===== src/rtl/frx_pkg.sv =====
package frx_pkg;
  localparam int unsigned DEF_WORD_W  = 16;
  localparam int unsigned DEF_BYTE_W  = 8;
  localparam int unsigned DEF_OCT_W   = 4;
  localparam int unsigned DEF_DAC_W   = 10;
  localparam int unsigned DEF_CNF_W   = 2;
  localparam int unsigned DEF_SYNC_N  = 2;

  // Lane number (0 = least significant byte) for the n-th byte of a frame.
  function automatic int unsigned lane_of(input int unsigned idx, input int unsigned nbytes);
    return nbytes - 1 - idx;
  endfunction
endpackage


===== src/rtl/frx_sync.sv =====
module frx_sync #(
  parameter int unsigned W      = 3,
  parameter int unsigned STAGES = 2,
  parameter logic [W-1:0] RST_VAL = '0
) (
  input  logic         clk,
  input  logic         rst,
  input  logic [W-1:0] d_i,
  output logic [W-1:0] q_o
);
  logic [W-1:0] stg [STAGES];

  always_ff @(posedge clk) begin
    if (rst) stg[0] <= RST_VAL;
    else     stg[0] <= d_i;
  end

  for (genvar s = 1; s < STAGES; s++) begin : g_stage
    always_ff @(posedge clk) begin
      if (rst) stg[s] <= RST_VAL;
      else     stg[s] <= stg[s-1];
    end
  end

  assign q_o = stg[STAGES-1];
endmodule


===== src/rtl/frx_shifter.sv =====
module frx_shifter #(
  parameter int unsigned BYTE_W = 8,
  parameter int unsigned NBYTES = 2,
  localparam int unsigned BIT_CW = (BYTE_W > 1) ? $clog2(BYTE_W) : 1,
  localparam int unsigned IDX_W  = $clog2(NBYTES + 1)
) (
  input  logic              clk,
  input  logic              rst,
  input  logic              sck_s,
  input  logic              sdi_s,
  input  logic              csn_s,
  output logic              done_o,
  output logic [IDX_W-1:0]  idx_o,
  output logic [BYTE_W-1:0] byte_o
);
  logic              sck_q;
  logic [BIT_CW-1:0] bit_cnt;
  logic [IDX_W-1:0]  byte_idx;
  logic [BYTE_W-1:0] shreg;
  logic [BYTE_W-1:0] shnext;
  logic              rise;
  logic              take;
  logic              last_bit;

  assign rise     = sck_s & ~sck_q & ~csn_s;
  assign take     = rise && (byte_idx < IDX_W'(NBYTES));
  assign last_bit = (bit_cnt == BIT_CW'(BYTE_W - 1));
  assign shnext   = {shreg[BYTE_W-2:0], sdi_s};

  always_ff @(posedge clk) begin
    if (rst) sck_q <= 1'b0;
    else     sck_q <= sck_s;
  end

  always_ff @(posedge clk) begin
    if (rst || csn_s) begin
      bit_cnt  <= '0;
      byte_idx <= '0;
      shreg    <= '0;
    end else if (take) begin
      shreg <= shnext;
      if (last_bit) begin
        bit_cnt  <= '0;
        byte_idx <= byte_idx + 1'b1;
      end else begin
        bit_cnt <= bit_cnt + 1'b1;
      end
    end
  end

  assign done_o = take && last_bit;
  assign idx_o  = byte_idx;
  assign byte_o = shnext;

  // a high select leaves the receiver at the start of the upper byte
  a_r6_abort_clears: assert property (@(posedge clk) disable iff (rst)
    csn_s |=> (bit_cnt == '0 && byte_idx == '0));
  // the byte index never runs past the end of the word
  a_r9_index_capped: assert property (@(posedge clk) disable iff (rst)
    byte_idx <= IDX_W'(NBYTES));
  // once the word is full, no further byte is handed on
  a_r9_no_extra_byte: assert property (@(posedge clk) disable iff (rst)
    (byte_idx == IDX_W'(NBYTES)) |-> !done_o);
endmodule


===== src/rtl/frx_regfile.sv =====
module frx_regfile #(
  parameter int unsigned BYTE_W = 8,
  parameter int unsigned NBYTES = 2,
  localparam int unsigned WORD_W = BYTE_W * NBYTES,
  localparam int unsigned IDX_W  = $clog2(NBYTES + 1)
) (
  input  logic              clk,
  input  logic              rst,
  input  logic              wr_i,
  input  logic [IDX_W-1:0]  idx_i,
  input  logic [BYTE_W-1:0] byte_i,
  output logic [WORD_W-1:0] word_o,
  output logic              upd_o
);
  logic [WORD_W-1:0] word_q;
  logic              upd_q;

  always_ff @(posedge clk) begin
    if (rst) begin
      word_q <= '0;
      upd_q  <= 1'b0;
    end else begin
      upd_q <= wr_i;
      for (int l = 0; l < int'(NBYTES); l++) begin
        if (wr_i && (idx_i == IDX_W'(frx_pkg::lane_of(l, NBYTES))))
          word_q[l*BYTE_W +: BYTE_W] <= byte_i;
      end
    end
  end

  assign word_o = word_q;
  assign upd_o  = upd_q;

  // the strobe never lasts two cycles
  a_r8_strobe_single: assert property (@(posedge clk) disable iff (rst)
    upd_q |=> !upd_q);
  // writing the first byte leaves the lower bits alone
  a_r4_low_kept: assert property (@(posedge clk) disable iff (rst)
    (wr_i && idx_i == '0) |=> $stable(word_q[WORD_W-BYTE_W-1:0]));
endmodule


===== src/rtl/spi_freq_ctl_rx.sv =====
module spi_freq_ctl_rx #(
  parameter int unsigned BYTE_W  = frx_pkg::DEF_BYTE_W,
  parameter int unsigned NBYTES  = frx_pkg::DEF_WORD_W / frx_pkg::DEF_BYTE_W,
  parameter int unsigned OCT_W   = frx_pkg::DEF_OCT_W,
  parameter int unsigned DAC_W   = frx_pkg::DEF_DAC_W,
  parameter int unsigned CNF_W   = frx_pkg::DEF_CNF_W,
  parameter int unsigned SYNC_N  = frx_pkg::DEF_SYNC_N,
  localparam int unsigned WORD_W = BYTE_W * NBYTES,
  localparam int unsigned IDX_W  = $clog2(NBYTES + 1)
) (
  input  logic             clk,
  input  logic             rst,
  input  logic             spi_sck,
  input  logic             spi_sdi,
  input  logic             spi_cs_n,
  output logic [OCT_W-1:0] oct_o,
  output logic [DAC_W-1:0] dac_o,
  output logic [CNF_W-1:0] cnf_o,
  output logic             upd_o
);
  logic [2:0]        pins_s;
  logic              sck_s, sdi_s, csn_s;
  logic              done;
  logic [IDX_W-1:0]  idx;
  logic [BYTE_W-1:0] rx_byte;
  logic [WORD_W-1:0] word;

  frx_sync #(.W(3), .STAGES(SYNC_N), .RST_VAL(3'b100)) u_sync (
    .clk(clk), .rst(rst),
    .d_i({spi_cs_n, spi_sck, spi_sdi}),
    .q_o(pins_s)
  );
  assign csn_s = pins_s[2];
  assign sck_s = pins_s[1];
  assign sdi_s = pins_s[0];

  frx_shifter #(.BYTE_W(BYTE_W), .NBYTES(NBYTES)) u_shift (
    .clk(clk), .rst(rst),
    .sck_s(sck_s), .sdi_s(sdi_s), .csn_s(csn_s),
    .done_o(done), .idx_o(idx), .byte_o(rx_byte)
  );

  frx_regfile #(.BYTE_W(BYTE_W), .NBYTES(NBYTES)) u_regs (
    .clk(clk), .rst(rst),
    .wr_i(done), .idx_i(idx), .byte_i(rx_byte),
    .word_o(word), .upd_o(upd_o)
  );

  // field placement inside the stored word
  assign oct_o = word[WORD_W-1 -: OCT_W];
  assign dac_o = word[CNF_W +: DAC_W];
  assign cnf_o = word[CNF_W-1:0];

  // while the synchronized select is high the word does not move
  a_r7_idle_hold: assert property (@(posedge clk) disable iff (rst)
    csn_s |=> $stable(word));
  // a strobe always accompanies a change or rewrite, never appears idle
  a_r8_strobe_needs_select: assert property (@(posedge clk) disable iff (rst)
    csn_s |=> !upd_o);
endmodule


===== config.mk =====
export PLATFORM = sky130hd
export DESIGN_NAME = spi_freq_ctl_rx
export DESIGN_NICKNAME = d
export VERILOG_FILES = /design/src/rtl/frx_pkg.sv /design/src/rtl/frx_sync.sv /design/src/rtl/frx_shifter.sv /design/src/rtl/frx_regfile.sv /design/src/rtl/spi_freq_ctl_rx.sv
export SDC_FILE = /design/constraint.sdc
export NUM_CORES = 1
export LEC_CHECK = 0
export BUFFER_PORTS_ARGS = -buffer_cell sky130_fd_sc_hd__buf_2
export CAP_MARGIN = 20
export CORE_MARGIN = 4
export CORE_UTILIZATION = 45
export CTS_BUF_LIST = sky130_fd_sc_hd__clkbuf_4
export DETAILED_ROUTE_END_ITERATION = 6
export PLACE_DENSITY = 0.72
export SLEW_MARGIN = 5
export SYNTH_ARGS = -nofsm -noshare
export SYNTH_HDL_FRONTEND = slang
export SYNTH_SLANG_ARGS = --single-unit

===== constraint.sdc =====
create_clock -name clk -period 1.5 [get_ports clk]
set_clock_uncertainty 0.05 [all_clocks]
set_input_delay 0.3 -clock clk [delete_from_list [all_inputs] [get_ports clk]]
set_output_delay 0.3 -clock clk [all_outputs]
set_load 0.02 [all_outputs]

==> Word level (Yosys, flattened, before mapping) <==
Memories as Yosys holds them, arrays and structs flattened.
Cells that the tools add are included.
{ "word_totals": {"ff_bits": 30, "mem_bits_rw": 6, "input_bits": 5, "output_inout_bits": 17, "word_cells": 32, "n_memories": 1} }
{ "memory_table": {"columns": ["name", "words", "width", "rd", "rd_ports_with_merged_regs", "wr", "line_no", "rtl"], "rows": [
  ["u_sync.stg", 2, 3, 2, 0, 2, "frx_sync.sv:11", "logic [W-1:0] stg [STAGES];"]
]} }
{ "op_classes": {"add_sub_neg": 2, "n_lt_le_gt_ge": 1, "n_eq_ne": 2, "mux": 6, "n_bitwise": 6, "n_reduce_logical": 7} }
{ "ops": {"columns": ["cell", "n"], "rows": [
  ["2-to-1 mux 3 bit", 3],
  ["logical AND 1 bit", 4],
  ["adder 3 x 1 -> 3 bit, second input constant", 1],
  ["equality test 3 bit, second input constant", 1],
  ["2-to-1 mux 1 bit", 3],
  ["adder 2 x 1 -> 2 bit, second input constant", 1],
  ["AND 1 bit", 2],
  ["equality test 2 x 1 -> 1 bit, second input constant", 1],
  ["logical NOT 2 bit", 1],
  ["< comparator 2 bit, second input constant", 1],
  ["NOT 1 bit", 2],
  ["bitwise OR 1 bit", 2],
  ["AND reduction 2 bit", 1],
  ["logical OR 1 bit", 1]
]} }

==> Depth between registers and ports, before layout <==
Gate-level depths: netlist of run 1.
{ "logic_depth": {"depth_word": 6, "ltp_mapped": 6, "ltp_nobuf": 4} }

==> By module <==
Synthesis of run 1 repeated with hierarchy kept, for this count alone.
{ "hier_totals": {"cells_unflattened": 137, "area_unflattened_um2": 1372.6} }
{ "modules_own_cells": {"columns": ["module", "instances", "cells_each", "area_each_um2"], "rows": [
  ["frx_regfile", 1, 66, 710.7],
  ["frx_shifter", 1, 59, 504.2],
  ["frx_sync", 1, 12, 157.7]
]} }

==> Least setup slack after synthesis of run 1 <==
OpenSTA, ideal clock, no wires.
{ "synth_path": {"path_kind": "register to register", "start": "reg u_shift.bit_cnt[0]", "end": "reg u_regs.word_q[1], in the netlist u_regs.word_o[1]", "arrival_ns": 1.328, "setup_slack_ns": 0.051, "stages_incl_launch_ff": 7, "path_buffers": 2, "synth_period_minus_slack_ns": 1.449, "path_cell_list": "dfxtp_1 -> ha_1 -> ha_1 -> clkbuf_1 -> and3_1 -> buf_4 -> mux2i_1"} }
{ "synth_between": {"elab_chain_len": 3} }
{ "synth_rtl": {"columns": ["item", "line_no", "rtl"], "rows": [
  ["from (decl)", "frx_shifter.sv:17", "logic [BIT_CW-1:0] bit_cnt;"],
  ["from (signal assigned)", "frx_shifter.sv:46", "bit_cnt <= bit_cnt + 1'b1;"],
  ["equality test 3 bit", "frx_shifter.sv:27", "assign last_bit = (bit_cnt == BIT_CW'(BYTE_W - 1));"],
  ["logical AND 1 bit", "frx_shifter.sv:51", "assign done_o = take && last_bit;"],
  ["logical AND 1 bit", "frx_regfile.sv:25", "if (wr_i && (idx_i == IDX_W'(frx_pkg::lane_of(l, NBYTES))))"],
  ["to (signal, indexed assignment)", "frx_regfile.sv:26", "word_q[l*BYTE_W +: BYTE_W] <= byte_i;"],
  ["to (decl)", "frx_regfile.sv:15", "logic [WORD_W-1:0] word_q;"]
]} }
Every way passes these cells.
A chain may end at the register's enable or synchronous reset.

==> Final worst setup path of run 1 <==
{ "layout_path": {"start": "reg u_shift.byte_idx[1], in the netlist u_shift.idx_o[1]", "end": "reg u_shift.bit_cnt[0]"} }
{ "layout_between": {"elab_chain_len": 2} }
{ "layout_rtl": {"columns": ["item", "line_no", "rtl"], "rows": [
  ["from (decl)", "frx_shifter.sv:18", "logic [IDX_W-1:0] byte_idx;"],
  ["from (signal assigned)", "frx_shifter.sv:44", "byte_idx <= byte_idx + 1'b1;"],
  ["< comparator 2 bit", "frx_shifter.sv:26", "assign take = rise && (byte_idx < IDX_W'(NBYTES));"],
  ["logical AND 1 bit", "frx_shifter.sv:26", null]
]} }
Every way passes these cells.

==> results of run 1 <==
-- layout by cell type, fill, tap and decap left out, types with 2 or more instances in the layout --
| cell type | n |
|---|---|
| buf_2 | 21 |
| inv_1 | 2 |
| buf_4 | 8 |
| a21oi_1 | 12 |
| dfxtp_1 | 36 |
| ha_1 | 3 |
| nand2b_1 | 24 |
| clkbuf_4 | 5 |
| and3_1 | 2 |
| clkinv_1 | 2 |
| nand3_1 | 3 |
| or2_2 | 3 |
| nor2b_1 | 5 |
| nand2_1 | 19 |
| mux2i_1 | 15 |
-- worst max-delay path by stage --
stage	endpoint	slack (ns)
2_1_floorplan	u_regs.word_o[1]$_SDFFE_PP0P_	0.05
3_3_place_gp	u_shift.bit_cnt[0]$_SDFFE_PP0P_	0.06
3_5_place_dp	u_regs.word_o[5]$_SDFFE_PP0P_	0.005
4_1_cts	u_shift.bit_cnt[0]$_SDFFE_PP0P_	0.02
5_1_grt	u_shift.bit_cnt[0]$_SDFFE_PP0P_	-0.03
6_report	u_shift.bit_cnt[0]$_SDFFE_PP0P_	0.04
-- cell families (layout without fill, tap and decap cells) --
family          Yosys count  count (layout)  share of synthesized area
flops                    36              36                      0.514
fa+ha+maj                 4               4                     0.0357
simple gates             62              62                      0.257
buf+inv                  10              38                     0.0304
mux                      16              16                      0.114
compound gates           13              13                     0.0482
-- stage by stage --
stage                     power [uW]  instance area [um2]  TNS, ns  hold slack [ns]  setup WS, ns
final                           1460                 1650        0            0.104        0.0351
after global routing            1540                 1650  -0.0644           0.0786       -0.0273
after CTS                       1490                 1630        0           0.0848        0.0182
after detailed placement        1030                 1580        0            0.348       0.00532
after global placement          1030                 1580        0            0.345        0.0631
after floorplan                 1020                 1400        0            0.339        0.0509
-- sequential cells by signal (all words and copies together) (netlist names) --
signal and flops:
u_regs.upd_o 1, u_regs.word_o 16, u_shift.bit_cnt 3, u_shift.idx_o 2, u_shift.sck_q 1, u_shift.shreg 7, u_sync.stg 6
-- worst max-delay path, cell delays in order, from the launching register on --
cell and delay, ns:
dfxtp_1 0.35, or4b_1 0.56, or3_1 0.32, a21oi_1 0.12
-- Yosys cell counts, drive strengths merged --
| cell type | n | share of area |
|---|---|---|
| a21o | 1 | 0.0054 |
| a21oi | 12 | 0.043 |
| and3 | 2 | 0.0089 |
| buf | 2 | 0.0089 |
| clkbuf | 6 | 0.016 |
| dfxtp | 36 | 0.51 |
| ha | 4 | 0.036 |
| inv | 2 | 0.0054 |
| mux2i | 16 | 0.11 |
| nand2 | 19 | 0.051 |
| nand2b | 24 | 0.11 |
| nand3 | 4 | 0.018 |
| nand3b | 1 | 0.0054 |
| nor2 | 1 | 0.0027 |
| nor2b | 5 | 0.022 |
| nor4b | 1 | 0.017 |
| or2 | 3 | 0.013 |
| or3 | 1 | 0.0045 |
| or4b | 1 | 0.0071 |
-- layout make-up --
cell class                      count  area [um2]
Tap cell                           42        52.6
Clock inverter                      2        7.51
Inverter                            2        7.51
Clock buffer                        5        37.5
Fill cell                         280        1220
Multi-Input combinational cell     95         662
Timing Repair Buffer               29         165
Sequential cell                    36         721
-- power groups by stage --
stage          registers, uW  logic (uW)  clock network [uW]
4_1_cts                  968        41.9                 475
6_report                 967        41.3                 450
3_3_place_gp             989        40.4                   0
3_5_place_dp             990        41.9                   0
2_1_floorplan            988        27.7                   0
5_1_grt                  969        45.9                 521
-- layer usage --
layer / vias to the layer above / share of wire / track usage / routed length (um)
met3: 5 / 0.042 / 0.0630 / 106
met1: 468 / 0.44 / 0.160 / 1100
met5: - / 0 / 0 / 0
met2: 17 / 0.50 / 0.250 / 1250
met4: 0 / 0.023 / 0.0809 / 57
li1: 521 / - / - / -
-- what timing repair did --
item                                    4_1_cts  5_1_grt
buffers inserted                              0        0
resized for setup                             1        3
endpoints found under the setup margin        2        9
pin swaps                                     0        0
==> results.sh, run 1 <==
export IMPL_outcome="finished clean"
export IMPL_n_antenna_cell=0
export IMPL_clk_pin_slew_worst_paths_ns=0.10
export IMPL_detail_route_wl_per_cell_um=11.9
export IMPL_pwr_share_seq=0.663
export IMPL_fmax_mhz=683
export IMPL_final_cell_count_no_fill=211
export IMPL_grt_pass1_vias=1040
export IMPL_io_pins=22
export IMPL_start_kind="flop"
export IMPL_routed_wl_mm=2.51
export IMPL_cp_max_fo=3
export IMPL_critPathLaunch="u_shift.idx_o[1]$_SDFFE_PP0P_"
export IMPL_fin_nets=178
export IMPL_rows=19
export IMPL_drc=0
export IMPL_path_class="flop to flop"
export IMPL_gp_congestion=0.708
export IMPL_vdd_drop_max_mv=0.500
export IMPL_via_count=1011
export IMPL_yosysWarnings=0
export IMPL_cts_tree="done"
export IMPL_maxSlewHeadroom=0.810
export IMPL_initial_core_util=0.487
export IMPL_rr_endpoint="u_shift.bit_cnt[0]$_SDFFE_PP0P_"
export IMPL_ant_nets=0
export IMPL_drt_first_iter_violations=37
export IMPL_core_area_um2=2880
export IMPL_ys_ff_latch=36
export IMPL_cts_hold_buf=0
export IMPL_die_x_um=63.8
export IMPL_area_delta_synth_final_pct=17.9
export IMPL_rrSetupSlack_ns=0.04
export IMPL_io_buffers=21
export IMPL_arrival_ns=1.68
export IMPL_dp_cells=204
export IMPL_netlist_instances=141
export IMPL_setup_viol=0
export IMPL_clock_sinks=36
export IMPL_rsz0062_at_grt="true"
export IMPL_grt_pass1_wl_mm=4.65
export IMPL_clockBufferDepth=2
export IMPL_hold_class="input pin to flop"
export IMPL_period_needed_ns=1.46
export IMPL_hpwl_mm=1.87
export IMPL_cap_violations=0
export IMPL_layout_drive_gt1_share=0.243
export IMPL_vias_per_cell=4.79
export IMPL_cts_buffers=5
export IMPL_synth_seq_area_share=0.514
export IMPL_cts_htree_levels=2
export IMPL_synthDistinctLibCells=21
export IMPL_clock_latency_ns=0.33
export IMPL_synthesis_nets=150
export IMPL_cp_end_kind="flop"
export IMPL_power_frac_comb=0.028
export IMPL_power_density_nw_per_um2=882
export IMPL_root_buffer="clkbuf_4"
export IMPL_gr_total_overflow=0
export IMPL_r2r_cells=3
export IMPL_hold_path_end="u_sync.stg[0][2]$_SDFF_PP1_"
export IMPL_firstDrtPassIters=4
export IMPL_r2r_start="u_shift.idx_o[1]$_SDFFE_PP0P_"
export IMPL_power_switching_uw=308
export IMPL_avgSynthCellArea_um2=9.94
export IMPL_antenna_found_initial=0
export IMPL_tightest_slew_ns=0.284
export IMPL_min_path_cells=2
export IMPL_p_leak_uw=0.000672
export IMPL_hold_start="spi_cs_n"
export IMPL_hold_viol_final=0
export IMPL_power_frac_clock=0.308
export IMPL_intPower_uw=1150
export IMPL_slew_viol_final=0
export IMPL_final_core_util=0.575
export IMPL_syn_area_um2=1400
export IMPL_track_usage=0.150
export IMPL_die_area_um2=4070
export IMPL_die_y_um=63.8
export IMPL_grt_max_degree=17
export IMPL_final_period_utilization=0.977
export IMPL_p_sw_frac=0.211
export IMPL_worstPathRequired_ns=1.72
Power figures use the tool's default switching activity.
==> inputs of run 2 (changes only) <==
- RECOVER_POWER: unset -> 100
==> run 2 against run 1 <==
Effect of this change: die area is the same; sequential power about the same; fmax about the same; critical endpoint unchanged; highest routed layer unchanged.
==> results.sh, run 2 (synthesis results as in run 1) <==
export IMPL_regArea_um2=721
export IMPL_busiest_layer="met2"
export IMPL_drc=0
export IMPL_area_delta_synth_final_pct=15.8
export IMPL_largest_reg_flops=16
export IMPL_fin_area_um2=1620
export IMPL_fillCellCount=293
export IMPL_arrival_ns=1.69
export IMPL_period_needed_ns=1.46
export IMPL_post_cts_buffers=0
export IMPL_firstDrtPassIters=4
export IMPL_antenna_found_initial=0
export IMPL_die_y_um=63.8
export IMPL_track_usage=0.150
export IMPL_fin_nets=178
export IMPL_cp_top_family="simple AND/OR/NAND/NOR gates"
export IMPL_routed_wl_mm=2.53
export IMPL_cp_cell_sequence="or4b_1, or3_1, a21oi_1"
export IMPL_clock_sinks=36
export IMPL_die_area_um2=4070
export IMPL_hold_viol_final=0
export IMPL_fmax_mhz=683
export IMPL_setup_viol=0
export IMPL_initial_core_util=0.487
export IMPL_via_count=1020
export IMPL_slew_viol_final=0
export IMPL_start_kind="flop"
export IMPL_n_antenna_cell=0
export IMPL_maxSlewHeadroom=0.817
export IMPL_gr_total_overflow=0
export IMPL_ant_nets=0
export IMPL_drt_first_iter_violations=36
export IMPL_gp_congestion=0.708
export IMPL_power_density_nw_per_um2=899
export IMPL_dp_cells=204
export IMPL_cts_resized=1
export IMPL_vdd_drop_max_mv=0.500
export IMPL_final_cell_count_no_fill=211
export IMPL_cap_violations=0
export IMPL_io_pins=22
export IMPL_cp_buffers_inverters=0
export IMPL_root_buffer="clkbuf_4"
export IMPL_cpMaxStageDelayCell="or4b_1"
export IMPL_worstPathRequired_ns=1.72
export IMPL_final_common_cell="dfxtp_1"
export IMPL_clockBufferDepth=2
export IMPL_io_buffers=21
export IMPL_cts_buffers=5
export IMPL_hold_class="input pin to flop"
export IMPL_clk_pin_slew_worst_paths_ns=0.10
export IMPL_detail_route_wl_per_cell_um=12.0
export IMPL_cp_max_fo=3
export IMPL_cts_htree_levels=2
export IMPL_rows=19
export IMPL_p_leak_uw=0.000591
export IMPL_cts_hold_buf=0
export IMPL_final_period_utilization=0.976
export IMPL_grt_use_met3=0.0630
export IMPL_clock_latency_ns=0.33
export IMPL_power_uw=1460
export IMPL_grt_pass1_vias=1040
export IMPL_gr_usage_met1=0.160
export IMPL_path_class="flop to flop"
export IMPL_rsz0062_at_grt="true"
export IMPL_die_x_um=63.8
export IMPL_layout_drive_gt1_share=0.136
export IMPL_slowest_delay_ns=0.57
export IMPL_cts_tree="done"
export IMPL_core_area_um2=2880
export IMPL_use_met2=0.250
export IMPL_hold_slack_ns=0.103
export IMPL_vias_per_cell=4.83
export IMPL_grt_pass1_wl_mm=4.65
export IMPL_tightest_slew_ns=0.274
export IMPL_grt_max_degree=17
export IMPL_outcome="finished clean"
export IMPL_final_cell_mix="36 x dfxtp_1, 24 x nand2b_1, 19 x nand2_1"
export IMPL_dpl_cell_area_um2=1580
export IMPL_multiInputGateArea_um2=662
export IMPL_cp_end_kind="flop"
export IMPL_hpwl_mm=1.87
export IMPL_fin_tns_setup_ns=0
## run 2: changes by cell type in the layout (fill, tap and decap cells not counted)
cell / delta
buf_2: -17
buf_4: -3
clkbuf_1: +18
clkbuf_2: +2
## run 2: worst reg2reg max path: stages, from the launching register on
cell and delay, ns:
dfxtp_1 0.35, or4b_1 0.57, or3_1 0.33, a21oi_1 0.12
## run 2: layout make-up
cell class                      instances  area share
Sequential cell                        36       0.444
Multi-Input combinational cell         95       0.408
Clock inverter                          2     0.00463
Inverter                                2     0.00463
Timing Repair Buffer                   29      0.0833
Clock buffer                            5      0.0231
Tap cell                               42      0.0324
## run 2: metal layers
layer,vias to the layer above,part of all wire
met5,-,0
met4,0,0.023
met3,5,0.052
met2,20,0.50
met1,474,0.43
li1,521,-
## run 2: path summary, 6_finish.rpt
path	start	end	slack [ns]	cells past startpoint
setup / recovery	u_shift.idx_o[1]$_SDFFE_PP0P_	u_shift.bit_cnt[0]$_SDFFE_PP0P_	0.04	3
hold reg to reg	u_sync.stg[0][2]$_SDFF_PP1_	u_sync.stg[1][2]$_SDFF_PP1_	0.37	1
hold / removal	spi_cs_n	u_sync.stg[0][2]$_SDFF_PP1_	0.10	2
setup reg to reg	u_shift.idx_o[1]$_SDFFE_PP0P_	u_shift.bit_cnt[0]$_SDFFE_PP0P_	0.04	3
## run 2: power breakdown
group | total (uW) | switching [uW] | leakage, uW | internal (uW)
Clock | 451 | 288 | 0.0000261 | 163
Sequential | 968 | 4.21 | 0.000291 | 963
Combinational | 40.7 | 17.4 | 0.000273 | 23.3
## run 2: per-stage QoR
stage / setup slack [ns] / utilization
after floorplan: 0.0509 / -
after global placement: 0.0631 / 0.551
after detailed placement: 0.00532 / 0.551
after CTS: 0.0182 / 0.567
after global routing: -0.0273 / 0.564
final: 0.0354 / 0.564
==> inputs of run 3 (changes only) <==
- PLACE_DENSITY: 0.72 -> 0.7
- clock period: 1.5 -> 1.6 ns (I/O delays scaled with it)
==> run 3 against run 2 <==
Effect of this change: critical path depth is the same; fmax shrank 0.64%; worst setup slack gained 0.091 ns; highest routed layer unchanged; core utilization shrank 1.0 points; non-clock buffer count shrank 2; sequential power shrank 6.3%; combinational power shrank 13%; register-to-register slack gained 0.09 ns; first-iteration DRC count shrank 14%; largest cell class unchanged; clock power grew 5.3%; worst hold slack gained 0.020 ns; die area is the same.
==> results.sh, run 3 (synthesis results as in run 1) <==
export IMPL_final_common_cell="dfxtp_1"
export IMPL_clockBufferDepth=2
export IMPL_power_frac_comb=0.025
export IMPL_die_x_um=63.8
export IMPL_worstPathRequired_ns=1.81
export IMPL_power_density_nw_per_um2=889
export IMPL_hpwl_mm=1.71
export IMPL_ant_nets=0
export IMPL_start_kind="flop"
export IMPL_rrSetupSlack_ns=0.13
export IMPL_met2_wirelength_mm=1.16
export IMPL_core_area_um2=2880
export IMPL_grt_max_degree=26
export IMPL_rr_endpoint="u_shift.bit_cnt[0]$_SDFFE_PP0P_"
export IMPL_timing_final_ws_setup_ns=0.126
export IMPL_firstDrtPassIters=4
export IMPL_min_path_cells=2
export IMPL_hold_start="spi_cs_n"
export IMPL_final_cell_mix="36 x dfxtp_1, 24 x nand2b_1, 20 x clkbuf_1"
export IMPL_cap_violations=0
export IMPL_p_leak_uw=0.000584
export IMPL_die_y_um=63.8
export IMPL_fin_nets=176
export IMPL_routedLengthMet1_mm=1.05
export IMPL_fin_area_um2=1590
export IMPL_fmax_mhz=678
export IMPL_setup_viol=0
export IMPL_final_period_utilization=0.921
export IMPL_hold_viol_final=0
export IMPL_io_buffers=21
export IMPL_hold_class="input pin to flop"
export IMPL_die_area_um2=4070
export IMPL_rsz0062_at_grt="false"
export IMPL_vias_per_cell=4.72
export IMPL_grt_pass1_vias=1017
export IMPL_initial_core_util=0.487
export IMPL_slew_viol_final=0
export IMPL_io_pins=22
export IMPL_cp_end_kind="flop"
export IMPL_intPower_uw=1130
export IMPL_cpMaxStageDelayCell="or4b_1"
export IMPL_cts_tree="done"
export IMPL_gr_total_overflow=0
export IMPL_power_uw=1420
export IMPL_largest_reg_flops=16
export IMPL_maxSlewHeadroom=0.490
export IMPL_cp_max_fo=3
export IMPL_cp_cell_sequence="or4b_1, or3_1, a21oi_1"
export IMPL_fin_tns_setup_ns=0
export IMPL_gp_congestion=0.714
export IMPL_grt_pass1_wl_mm=4.30
export IMPL_r2r_cells=3
export IMPL_dp_slack_ns=0.0357
export IMPL_power_frac_clock=0.335
export IMPL_antenna_found_initial=0
export IMPL_cts_htree_levels=2
export IMPL_r2r_start="u_shift.idx_o[1]$_SDFFE_PP0P_"
export IMPL_vdd_drop_max_mv=0.471
export IMPL_hold_path_end="u_sync.stg[0][2]$_SDFF_PP1_"
export IMPL_outcome="finished clean"
export IMPL_routed_top_layer="met4"
export IMPL_p_sw_frac=0.206
export IMPL_root_buffer="clkbuf_4"
export IMPL_hold_slack_ns=0.123
export IMPL_arrival_ns=1.68
export IMPL_layout_drive_gt1_share=0.119
export IMPL_track_usage=0.134
export IMPL_via_count=991
export IMPL_clk_pin_slew_worst_paths_ns=0.09
export IMPL_drc=0
export IMPL_n_antenna_cell=0
export IMPL_tightest_slew_ns=0.766
export IMPL_clock_latency_ns=0.33
export IMPL_route_met3_wl_um=86
export IMPL_pwr_share_seq=0.640
export IMPL_cts_buffers=5
export IMPL_detail_route_wl_per_cell_um=11.2
export IMPL_slowest_delay_ns=0.54
export IMPL_rows=19
export IMPL_period_needed_ns=1.47
export IMPL_drt_first_iter_violations=31
export IMPL_power_switching_uw=292
export IMPL_path_class="flop to flop"
export IMPL_dpl_cell_area_um2=1570
export IMPL_routed_wl_mm=2.36
export IMPL_clock_sinks=36
export IMPL_area_delta_synth_final_pct=13.8
## run 3: power groups by stage
stage	Sequential [uW]	Clock, uW	Combinational [uW]
after floorplan	927	0	26.0
after global placement	927	0	36.2
after detailed placement	928	0	37.0
after CTS	907	496	37.3
after global routing	908	546	39.4
final	907	475	35.4
## run 3: what timing repair did
action                     in CTS  in global routing
setup endpoints to repair       0                  6
resized for setup               0                  1
hold buffers                    0                  0
setup buffers                   0                  0
## run 3: area by class of cell
| type | instances | area, um2 |
|---|---|---|
| fill | 288 | 1280 |
| inverter | 2 | 7.51 |
| clock inverter | 1 | 3.75 |
| multi-input combinational | 95 | 639 |
| sequential | 36 | 721 |
| tap | 42 | 52.6 |
| timing repair buffer | 27 | 118 |
| clock buffer | 7 | 52.6 |
## run 3: critical path, delay by kind of cell, from the launching register on
family	cells	cell delay, ns
flops	1	0.36
compound gates	1	0.14
simple gates	2	0.86
## run 3: metrics by stage
| step | instances | utilization |
|---|---|---|
| after CTS | 210 | 0.565 |
| after detailed placement | 202 | 0.545 |
| after floorplan | 141 | - |
| after global routing | 210 | 0.554 |
| final | 210 | 0.554 |
| after global placement | 202 | 0.545 |
## run 3: how the worst max path moves through the flow
stage / startpoint / to
after CTS: u_shift.bit_cnt[0]$_SDFFE_PP0P_ / u_regs.word_o[3]$_SDFFE_PP0P_
after global placement: u_shift.bit_cnt[0]$_SDFFE_PP0P_ / u_regs.word_o[4]$_SDFFE_PP0P_
after detailed placement: u_shift.bit_cnt[0]$_SDFFE_PP0P_ / u_regs.word_o[1]$_SDFFE_PP0P_
after floorplan: u_shift.bit_cnt[0]$_SDFFE_PP0P_ / u_regs.word_o[1]$_SDFFE_PP0P_
after global routing: u_shift.bit_cnt[0]$_SDFFE_PP0P_ / u_regs.word_o[4]$_SDFFE_PP0P_
final: u_shift.idx_o[1]$_SDFFE_PP0P_ / u_shift.bit_cnt[0]$_SDFFE_PP0P_
## run 3: routing by layer
metal | vias to the layer above | track usage
li1 | 515 | -
met2 | 17 | 0.234
met5 | - | 0
met1 | 451 | 0.140
met3 | 8 | 0.0420
met4 | 0 | 0.0809
